$ cat src/rtl/jscan_pkg.sv
package jscan_pkg;
  typedef enum logic [1:0] {
    CMD_RESET = 2'd0,
    CMD_IR    = 2'd1,
    CMD_DR    = 2'd2,
    CMD_SPARE = 2'd3
  } scan_cmd_e;

  typedef enum logic [1:0] {
    PH_SETUP = 2'd0,
    PH_HIGH  = 2'd1,
    PH_LOW   = 2'd2
  } tck_phase_e;
endpackage

$ cat src/rtl/jscan_halfper.sv
module jscan_halfper #(
  parameter int DIV_W = 8
) (
  input  logic             clk,
  input  logic             rst,
  input  logic             load,
  input  logic             run,
  input  logic [DIV_W-1:0] div_i,
  output logic             tick
);
  logic [DIV_W-1:0] div_q;
  logic [DIV_W-1:0] cnt_q;
  logic [DIV_W-1:0] eff;

  assign eff  = (div_i == '0) ? DIV_W'(1) : div_i;
  assign tick = run && (cnt_q == '0);

  always_ff @(posedge clk) begin
    if (rst) begin
      div_q <= DIV_W'(1);
      cnt_q <= '0;
    end else if (load) begin
      div_q <= eff;
      cnt_q <= eff - DIV_W'(1);
    end else if (run) begin
      if (cnt_q == '0) cnt_q <= div_q - DIV_W'(1);
      else             cnt_q <= cnt_q - DIV_W'(1);
    end
  end

  // the half-period counter never reaches the latched divider
  a_r2_cnt_in_range: assert property (@(posedge clk) disable iff (rst)
    run |-> (cnt_q < div_q));
  // a zero divider is never latched
  a_r2_div_nonzero: assert property (@(posedge clk) disable iff (rst)
    div_q != '0);
endmodule

$ cat src/rtl/jscan_stepgen.sv
module jscan_stepgen
  import jscan_pkg::*;
#(
  parameter int DR_MAX = 16,
  parameter int LEN_W  = $clog2(DR_MAX + 1),
  parameter int STEP_W = $clog2(DR_MAX + 7),
  parameter int IDX_W  = (DR_MAX > 1) ? $clog2(DR_MAX) : 1
) (
  input  scan_cmd_e         cmd,
  input  logic [LEN_W-1:0]  n,
  input  logic [STEP_W-1:0] step,
  output logic              tms,
  output logic              is_data,
  output logic              is_last,
  output logic              capture,
  output logic [IDX_W-1:0]  data_idx,
  output logic [IDX_W-1:0]  cap_idx
);
  localparam int SW = STEP_W + 1;

  logic [SW-1:0] s, nn, pre, s1;

  always_comb begin
    s   = SW'(step);
    s1  = s + SW'(1);
    nn  = SW'(n);
    pre = (cmd == CMD_IR) ? SW'(4) : SW'(3);
    data_idx = IDX_W'(s - pre);
    cap_idx  = IDX_W'(s1 - pre);
    if (cmd == CMD_RESET) begin
      tms     = (s < SW'(7));
      is_last = (s == SW'(7));
      is_data = 1'b0;
      capture = 1'b0;
    end else begin
      is_last = (s == pre + nn + SW'(1));
      is_data = (s >= pre) && (s < pre + nn);
      capture = (s1 >= pre) && (s1 < pre + nn);
      if (s < pre)
        tms = (cmd == CMD_IR) ? (s < SW'(2)) : (s == '0);
      else if (is_data)
        tms = (s == pre + nn - SW'(1));
      else
        tms = (s == pre + nn);
    end
  end
endmodule

$ cat src/rtl/jtag_scan_engine.sv
module jtag_scan_engine
  import jscan_pkg::*;
#(
  parameter int IR_MAX = 8,
  parameter int DR_MAX = 16,
  parameter int DIV_W  = 8,
  parameter int LEN_W  = $clog2(DR_MAX + 1)
) (
  input  logic              clk,
  input  logic              rst,
  input  logic              start,
  input  logic [1:0]        cmd,
  input  logic [LEN_W-1:0]  len,
  input  logic [DR_MAX-1:0] din,
  input  logic [DIV_W-1:0]  half_div,
  input  logic              trst_req,
  output logic              busy,
  output logic              done,
  output logic [DR_MAX-1:0] dout,
  output logic              tck,
  output logic              tms,
  output logic              tdi,
  input  logic              tdo,
  output logic              trst_oe
);
  localparam int STEP_W = $clog2(DR_MAX + 7);
  localparam int IDX_W  = (DR_MAX > 1) ? $clog2(DR_MAX) : 1;

  scan_cmd_e         cmd_q, cmd_in;
  tck_phase_e        phase_q;
  logic [LEN_W-1:0]  len_q, len_eff, lim;
  logic [DR_MAX-1:0] din_q, cap_q;
  logic [STEP_W-1:0] step_q, step_nx;
  logic              busy_q, done_q, tck_q, tms_q, tdi_q, trst_q;
  logic              tick, accept;

  logic              c_tms, c_data, c_last, c_cap;
  logic [IDX_W-1:0]  c_didx, c_cidx;
  logic              n_tms, n_data, n_last, n_cap;
  logic [IDX_W-1:0]  n_didx, n_cidx;

  assign accept  = start && !busy_q;
  assign cmd_in  = (cmd == 2'd3) ? CMD_RESET : scan_cmd_e'(cmd);
  assign lim     = (cmd_in == CMD_IR) ? LEN_W'(IR_MAX) : LEN_W'(DR_MAX);
  assign len_eff = (len == '0) ? LEN_W'(1) : ((len > lim) ? lim : len);
  assign step_nx = step_q + STEP_W'(1);

  jscan_halfper #(.DIV_W(DIV_W)) u_div (
    .clk(clk), .rst(rst), .load(accept), .run(busy_q),
    .div_i(half_div), .tick(tick)
  );

  jscan_stepgen #(.DR_MAX(DR_MAX), .LEN_W(LEN_W), .STEP_W(STEP_W), .IDX_W(IDX_W)) u_cur (
    .cmd(cmd_q), .n(len_q), .step(step_q),
    .tms(c_tms), .is_data(c_data), .is_last(c_last), .capture(c_cap),
    .data_idx(c_didx), .cap_idx(c_cidx)
  );

  jscan_stepgen #(.DR_MAX(DR_MAX), .LEN_W(LEN_W), .STEP_W(STEP_W), .IDX_W(IDX_W)) u_nxt (
    .cmd(cmd_q), .n(len_q), .step(step_nx),
    .tms(n_tms), .is_data(n_data), .is_last(n_last), .capture(n_cap),
    .data_idx(n_didx), .cap_idx(n_cidx)
  );

  always_ff @(posedge clk) begin
    if (rst) begin
      cmd_q   <= CMD_RESET;
      len_q   <= LEN_W'(1);
      din_q   <= '0;
      cap_q   <= '0;
      step_q  <= '0;
      phase_q <= PH_SETUP;
      busy_q  <= 1'b0;
      done_q  <= 1'b0;
      tck_q   <= 1'b0;
      tms_q   <= 1'b1;
      tdi_q   <= 1'b1;
      trst_q  <= 1'b0;
    end else begin
      done_q <= 1'b0;
      trst_q <= trst_req;
      if (accept) begin
        cmd_q   <= cmd_in;
        len_q   <= len_eff;
        din_q   <= din;
        cap_q   <= '0;
        step_q  <= '0;
        phase_q <= PH_SETUP;
        busy_q  <= 1'b1;
        tck_q   <= 1'b0;
        tms_q   <= 1'b1;
        tdi_q   <= 1'b1;
      end else if (busy_q && tick) begin
        case (phase_q)
          PH_SETUP: begin
            tck_q   <= 1'b1;
            phase_q <= PH_HIGH;
          end
          PH_HIGH: begin
            tck_q   <= 1'b0;
            phase_q <= PH_LOW;
          end
          default: begin
            if (c_cap) cap_q[c_cidx] <= tdo;
            if (c_last) begin
              busy_q <= 1'b0;
              done_q <= 1'b1;
            end else begin
              step_q  <= step_nx;
              phase_q <= PH_SETUP;
              tms_q   <= n_tms;
              tdi_q   <= n_data ? din_q[n_didx] : 1'b1;
            end
          end
        endcase
      end
    end
  end

  assign busy    = busy_q;
  assign done    = done_q;
  assign dout    = cap_q;
  assign tck     = tck_q;
  assign tms     = tms_q;
  assign tdi     = tdi_q;
  assign trst_oe = trst_q;

  // the test clock rests low whenever no command runs
  a_r1_tck_low_idle: assert property (@(posedge clk) disable iff (rst)
    !busy_q |-> !tck_q);
  // TMS and TDI hold while TCK is high
  a_r2_pins_steady: assert property (@(posedge clk) disable iff (rst)
    (tck_q && $past(tck_q)) |-> ($stable(tms_q) && $stable(tdi_q)));
  // completion is a single-cycle pulse that ends a busy period
  a_r8_done_pulse: assert property (@(posedge clk) disable iff (rst)
    done_q |=> !done_q);
  a_r8_done_ends_busy: assert property (@(posedge clk) disable iff (rst)
    $rose(done_q) |-> (!busy_q && $past(busy_q)));
  // a request during a command leaves the latched command alone
  a_r9_start_ignored: assert property (@(posedge clk) disable iff (rst)
    (busy_q && start) |=> ($stable(cmd_q) && $stable(din_q) && $stable(len_q)));
  // the phase register stays within its three legal values
  a_r2_phase_legal: assert property (@(posedge clk) disable iff (rst)
    phase_q != tck_phase_e'(2'd3));
endmodule

$ cat config.mk
export PLATFORM = sky130hd
export DESIGN_NAME = jtag_scan_engine
export DESIGN_NICKNAME = d
export VERILOG_FILES = /design/src/rtl/jscan_pkg.sv /design/src/rtl/jscan_halfper.sv /design/src/rtl/jscan_stepgen.sv /design/src/rtl/jtag_scan_engine.sv
export SDC_FILE = /design/constraint.sdc
export NUM_CORES = 1
export LEC_CHECK = 0
export BUFFER_PORTS_ARGS = -buffer_cell sky130_fd_sc_hd__buf_2
export CORE_ASPECT_RATIO = 0.8
export CORE_MARGIN = 4
export CORE_UTILIZATION = 35
export CTS_CLUSTER_DIAMETER = 120
export DETAILED_ROUTE_END_ITERATION = 16
export HOLD_SLACK_MARGIN = 0.1
export PLACE_DENSITY_LB_ADDON = 0.12
export SLEW_MARGIN = 20
export SYNTH_ARGS = -nofsm -noshare
export SYNTH_HDL_FRONTEND = slang
export SYNTH_SLANG_ARGS = --single-unit
$ cat constraint.sdc
create_clock -name clk -period 3.9 [get_ports clk]
set_clock_uncertainty 0.1 [all_clocks]
set_input_delay 0.78 -clock clk [delete_from_list [all_inputs] [get_ports clk]]
set_output_delay 0.78 -clock clk [all_outputs]
set_load 0.02 [all_outputs]
# ---- Word level (Yosys, flattened, before mapping)
# Index checks and enable logic that the tools add are counted.
dict set report classes {
  n_lt_le_gt_ge 11
  n_mux 30
  eq_ne 10
  bitwise 3
  reduce_logical 25
  add_sub_neg 10
}
# operator n
set op_table {}
lappend op_table {{$mux W8} 4}
lappend op_table {{$sub A8 B1 Y8 const B} 3}
lappend op_table {{$eq A5 B6 Y1} 3}
lappend op_table {{$bwmux W16} 1}
lappend op_table {{$logic_not A8 Y1} 2}
lappend op_table {{$mux W1} 15}
lappend op_table {{$mux W5} 3}
lappend op_table {{$logic_not A5 Y1} 2}
lappend op_table {{$lt A4 B5 Y1 const B} 2}
lappend op_table {{$reduce_and A3 Y1} 3}
lappend op_table {{$reduce_bool A2 Y1} 4}
lappend op_table {{$sub A4 B4 Y4} 2}
lappend op_table {{$add A5 B1 Y6 const B} 1}
lappend op_table {{$add A6 B1 Y6 const B} 1}
lappend op_table {{$add A6 B5 Y6} 1}
lappend op_table {{$eq A2 B1 Y1 const B} 3}
lappend op_table {{$ge A6 B3 Y1} 1}
lappend op_table {{$logic_and A1 B1 Y1} 6}
lappend op_table {{$lt A5 B6 Y1} 1}
lappend op_table {{$lt A6 B6 Y1} 1}
lappend op_table {{$sub A6 B1 Y6 const B} 1}
lappend op_table {{$add A5 B1 Y5 const B} 1}
lappend op_table {{$eq A5 B3 Y1 const B} 1}
lappend op_table {{$ge A5 B3 Y1} 1}
lappend op_table {{20 further kinds} 26}
dict set report totals {
  in_bits 36
  output_inout_bits 22
  ff_bits 68
}

# ---- Depth between registers and ports, before layout
dict set report logic_depth {
  word_depth 10
  depth_mapped 15
}

# ---- Modules after synthesis
# A second synthesis with hierarchy kept.
dict set report hier_totals {
  hier_cells 717
  hier_area_um2 5904.4
}
# mod cells_each area_per_inst_um2 instances
set by_module_without_submodules {}
lappend by_module_without_submodules {jscan_stepgen 173 1323.8 2}
lappend by_module_without_submodules {jtag_scan_engine 260 2312.2 1}
lappend by_module_without_submodules {jscan_halfper 111 944.7 1}

# ---- Worst setup path before layout
# No wires, ideal clock.
dict set report synth_path {
  path_type {reg-to-reg}
  start {register cmd_q[1]}
  end {register step_q[1]}
  n_path_buf 3
  path_slack_ps 161
  t_arrival_ps 3512
  stages_incl_launch_ff 15
  synth_period_minus_slack_ps 3739
  cell_sequence {dfxtp_1 > buf_4 > nor2b_2 > buf_2 > inv_1 > fa_1 > inv_1 > or4_4 > and4_1 > o31a_1 > or3_4 > o41ai_4 > buf_6 > mux2i_1 > nor2_1}
}
dict set report synth_via {
  elab_chain_len 8
  elab_cells_between_ends 9
}
# element line_no
set synth_rtl {}
lappend synth_rtl {{from (decl)} jtag_scan_engine.sv:29} ;# scan_cmd_e cmd_q, cmd_in;
lappend synth_rtl {{from (signal assigned)} jtag_scan_engine.sv:83} ;# cmd_q <= cmd_in;
lappend synth_rtl {{$eq A2 B1 Y1} jscan_stepgen.sv:27} ;# pre = (cmd == CMD_IR) ? SW'(4) : SW'(3);
lappend synth_rtl {{$mux W3} jscan_stepgen.sv:27}
lappend synth_rtl {{$add A6 B5 Y6} --}
lappend synth_rtl {{$add A6 B1 Y6} --}
lappend synth_rtl {{$eq A5 B6 Y1} jscan_stepgen.sv:36} ;# is_last = (s == pre + nn + SW'(1));
lappend synth_rtl {{$mux W1 (*)} jscan_stepgen.sv:30} ;# if (cmd == CMD_RESET) begin
lappend synth_rtl {{$not A1 Y1 (no source line) (*)} --}
lappend synth_rtl {{$reduce_and A3 Y1 (no source line) (*)} --}
lappend synth_rtl {{to (signal assigned)} jtag_scan_engine.sv:109} ;# step_q <= step_nx;
lappend synth_rtl {{to (decl)} jtag_scan_engine.sv:33} ;# logic [STEP_W-1:0] step_q, step_nx;
# Mark *: on every way between the ends. The rest lies on a longest branch, timed or not.
# A chain may end at the register's enable or synchronous reset.

# ---- Worst setup path after layout
dict set report layout_path {
  start {register cmd_q[0]}
  end {register step_q[1]}
}
# The elaborated chain is that of the path after synthesis.

==> results.json <==
{
  "status": "finished clean",
  "hold_ws_ns": 0.355,
  "worst_pin_slew_ns": 0.740,
  "antenna_cells": 0,
  "worstSetupStartpoint": "cmd_q[0]",
  "initial_utilization": 0.358,
  "cts.clk_slew.worst_paths_ns": 0.06,
  "dieArea_um2": 13700,
  "seq_power_share": 0.395,
  "path_cells": "nor2b_4 > inv_2 > and2_1 > fa_2 > inv_1 > or4_4 > and4_1 > o31a_1 > or3_4 > o41ai_4 > buf_4 > mux2i_1 > nor2_1",
  "drt-initial-drc-count": 229,
  "crit_fanout": 6,
  "min_period_over_period": 0.951,
  "routedWlPerCell_um": 15.4,
  "p_clk_frac": 0.408,
  "fin_nets": 618,
  "vias_per_cell": 5.31,
  "numCtsBuffers": 9,
  "dp_slack_ns": 0.0154,
  "cp-end-kind": "flip-flop",
  "synth-edff-count": 0,
  "clock.fmax_mhz": 270,
  "regToRegStartpoint": "cmd_q[0]",
  "start_kind": "flip-flop",
  "die_y_um": 105,
  "synth_top_area_cell": "dfxtp_1",
  "setup_violations": 0,
  "num_vias": 3820,
  "core.rowCount": 35,
  "finalHoldViolations": 0,
  "dp_hpwl_mm": 8.14,
  "synth_area_um2": 4140,
  "fin_crit_ns": 3.71,
  "synth_top_area_frac": 0.329,
  "ys_dominant_reg_cell": "dfxtp_1",
  "first_global_vias": 3666,
  "crit_required_ns": 4.00,
  "slew_headroom": 0.505,
  "synth_area_leaders": "dfxtp_1, a21oi_1, nand2_1",
  "die_width_um": 130,
  "antenna_left": 0,
  "p_int_mw": 1.34,
  "worstSkewPairLatency_ns": 0.33,
  "yosys.cell_types.count": 73,
  "final.setup.worst_slack_ns": 0.190,
  "rrSetupSlack_ns": 0.19,
  "ys_seq_area_frac": 0.329,
  "tns_ns": 0,
  "cap_violations": 0,
  "core_region_area_um2": 11600,
  "hold_class": "reg2reg",
  "totalWireLength_mm": 11.1,
  "cp_slowest_cell": "fa_2",
  "pin_count": 58,
  "rsz0062_at_grt": "no",
  "peakVddDrop_uv": 198,
  "crit_path_end": "step_q[1]",
  "power.total_mw": 1.90,
  "cts_tree": "yes",
  "yosysMostFrequentCell": "dfxtp_1",
  "drive_above_1_share": 0.220,
  "clk_path_buf_depth": 2,
  "grt_antenna_before_repair": 0,
  "grt_first_pass_wirelength_mm": 18.3,
  "syn_avg_cell_area_um2": 8.24,
  "p_leak_nw": 2.01,
  "grt_usage": 0.166,
  "grt_max_degree": 34,
  "finish.instance_area_um2": 4990,
  "ys_ff_latch": 68,
  "cts_hold_repair.buffers": 0,
  "worst-r2r-cell-count": 13,
  "synthesis.instances": 503,
  "switching_share": 0.298,
  "p_sw_mw": 0.568,
  "power.density_nw_per_um2": 382,
  "placed_area_um2": 4680,
  "clock_sinks": 68,
  "syn_nets": 554,
  "cts_max_level": 3,
  "combPwrFrac": 0.197,
  "drtPass1Iterations": 4,
  "critical_path_class": "reg2reg",
  "gp_congestion": 0.856,
  "finalMaxSlewViolations": 0,
  "grt-ovfl-total": 0,
  "ys_top_cells_by_count": "dfxtp_1, nand2_1, a21oi_1, nor2_1, clkbuf_1",
  "r2r_end": "step_q[1]",
  "port_buffers": 57,
  "cts-root-buf": "clkbuf_16",
  "arrival_ns": 3.80,
  "drc": 0,
  "ys_async_sr_fraction": 0,
  "syn2layout_area_growth_pct": 20.5,
  "yosys_warnings": 0,
  "cp_slowest_stage_delay_ns": 0.57
}
-- worst max-delay path, delay by kind of cell (launching register included) --
kind / cells / cell delay [ns]
compound gates: 2 / 0.54
fa+ha+maj: 1 / 0.57
buf+inv: 3 / 0.32
flops: 1 / 0.37
mux: 1 / 0.19
simple gates: 6 / 1.49
-- flip-flops by register name, indices dropped and copies added, names as in the netlist, 2 cells and up --
name	cells
dout	16
u_div.cnt_q	8
u_div.div_q	8
cmd_q	2
len_q	5
phase_q	2
step_q	5
din_q	16
-- per-stage QoR --
| step | util | cells |
|---|---|---|
| global placement | 0.405 | 703 |
| detailed placement | 0.405 | 703 |
| global route | 0.432 | 720 |
| CTS | 0.431 | 720 |
| finish | 0.432 | 720 |
| floorplan | - | 503 |
-- area by class of cell --
cell class / instances / area, um^2
Fill cell: 1189 / 6570
Multi-Input combinational cell: 387 / 2610
Sequential cell: 68 / 1360
Timing Repair Buffer: 84 / 488
Clock buffer: 10 / 239
Tap cell: 148 / 185
Inverter: 17 / 63.8
Clock inverter: 6 / 47.5
-- per-layer routing --
layer / vias to the layer above / global-route usage / share of wire
met1: 1806 / 0.241 / 0.52
met4: 0 / 0.0490 / 0.0053
li1: 1947 / - / -
met2: 63 / 0.246 / 0.43
met3: 4 / 0.0339 / 0.040
met5: - / 0 / 0
-- logic make-up (layout without fill, tap and decap cells) --
family	count (synthesis)	in the layout	share of synthesized area
flops	68	68	0.329
xor+xnor	25	25	0.0547
mux	9	9	0.0368
simple gates	181	181	0.229
buf+inv	48	117	0.0471
compound gates	154	154	0.249
fa+ha+maj	18	18	0.0543
-- power by group through the flow --
stage                     combinational, mW  sequential, mW  clock (mW)
after global placement                0.366           0.767           0
after floorplan                       0.259           0.759           0
final                                 0.376           0.752       0.777
after global routing                  0.420           0.756       0.824
after CTS                             0.373           0.752       0.800
after detailed placement              0.371           0.767           0
-- worst min-delay path by stage --
stage	from	to	slack [ns]	depth (start not counted)
2_1_floorplan	din_q[0]	din_q[0]	0.33	2
3_3_place_gp	din_q[13]	din_q[13]	0.34	2
3_5_place_dp	din_q[13]	din_q[13]	0.35	2
4_1_cts	din_q[4]	din_q[4]	0.36	2
5_1_grt	din_q[13]	din_q[13]	0.37	2
6_report	din_q[10]	din_q[10]	0.36	2
-- placed cells by master (no fill, tap or decap), drive strengths merged, types with 4 or more instances in the layout --
cell,n
a211oi,10
a21boi,17
a21oi,51
a311oi,4
a31oi,8
and2,4
and3,19
buf,84
clkbuf,10
clkinvlp,4
dfxtp,68
ha,14
inv,18
mux2i,4
mux4,5
nand2,65
nand2b,5
nand3,15
nor2,28
nor2b,10
nor3,5
nor4,8
o21a,16
o21ai,19
or3,7
xnor2,18
xor2,7
-- repair_timing --
action                                  4_1_cts  5_1_grt
resized for setup                             1        3
hold endpoints to repair                      0        0
setup buffers                                 1        0
pin swaps                                     1        1
endpoints found under the setup margin        1       24
Power figures use the tool's default switching activity.
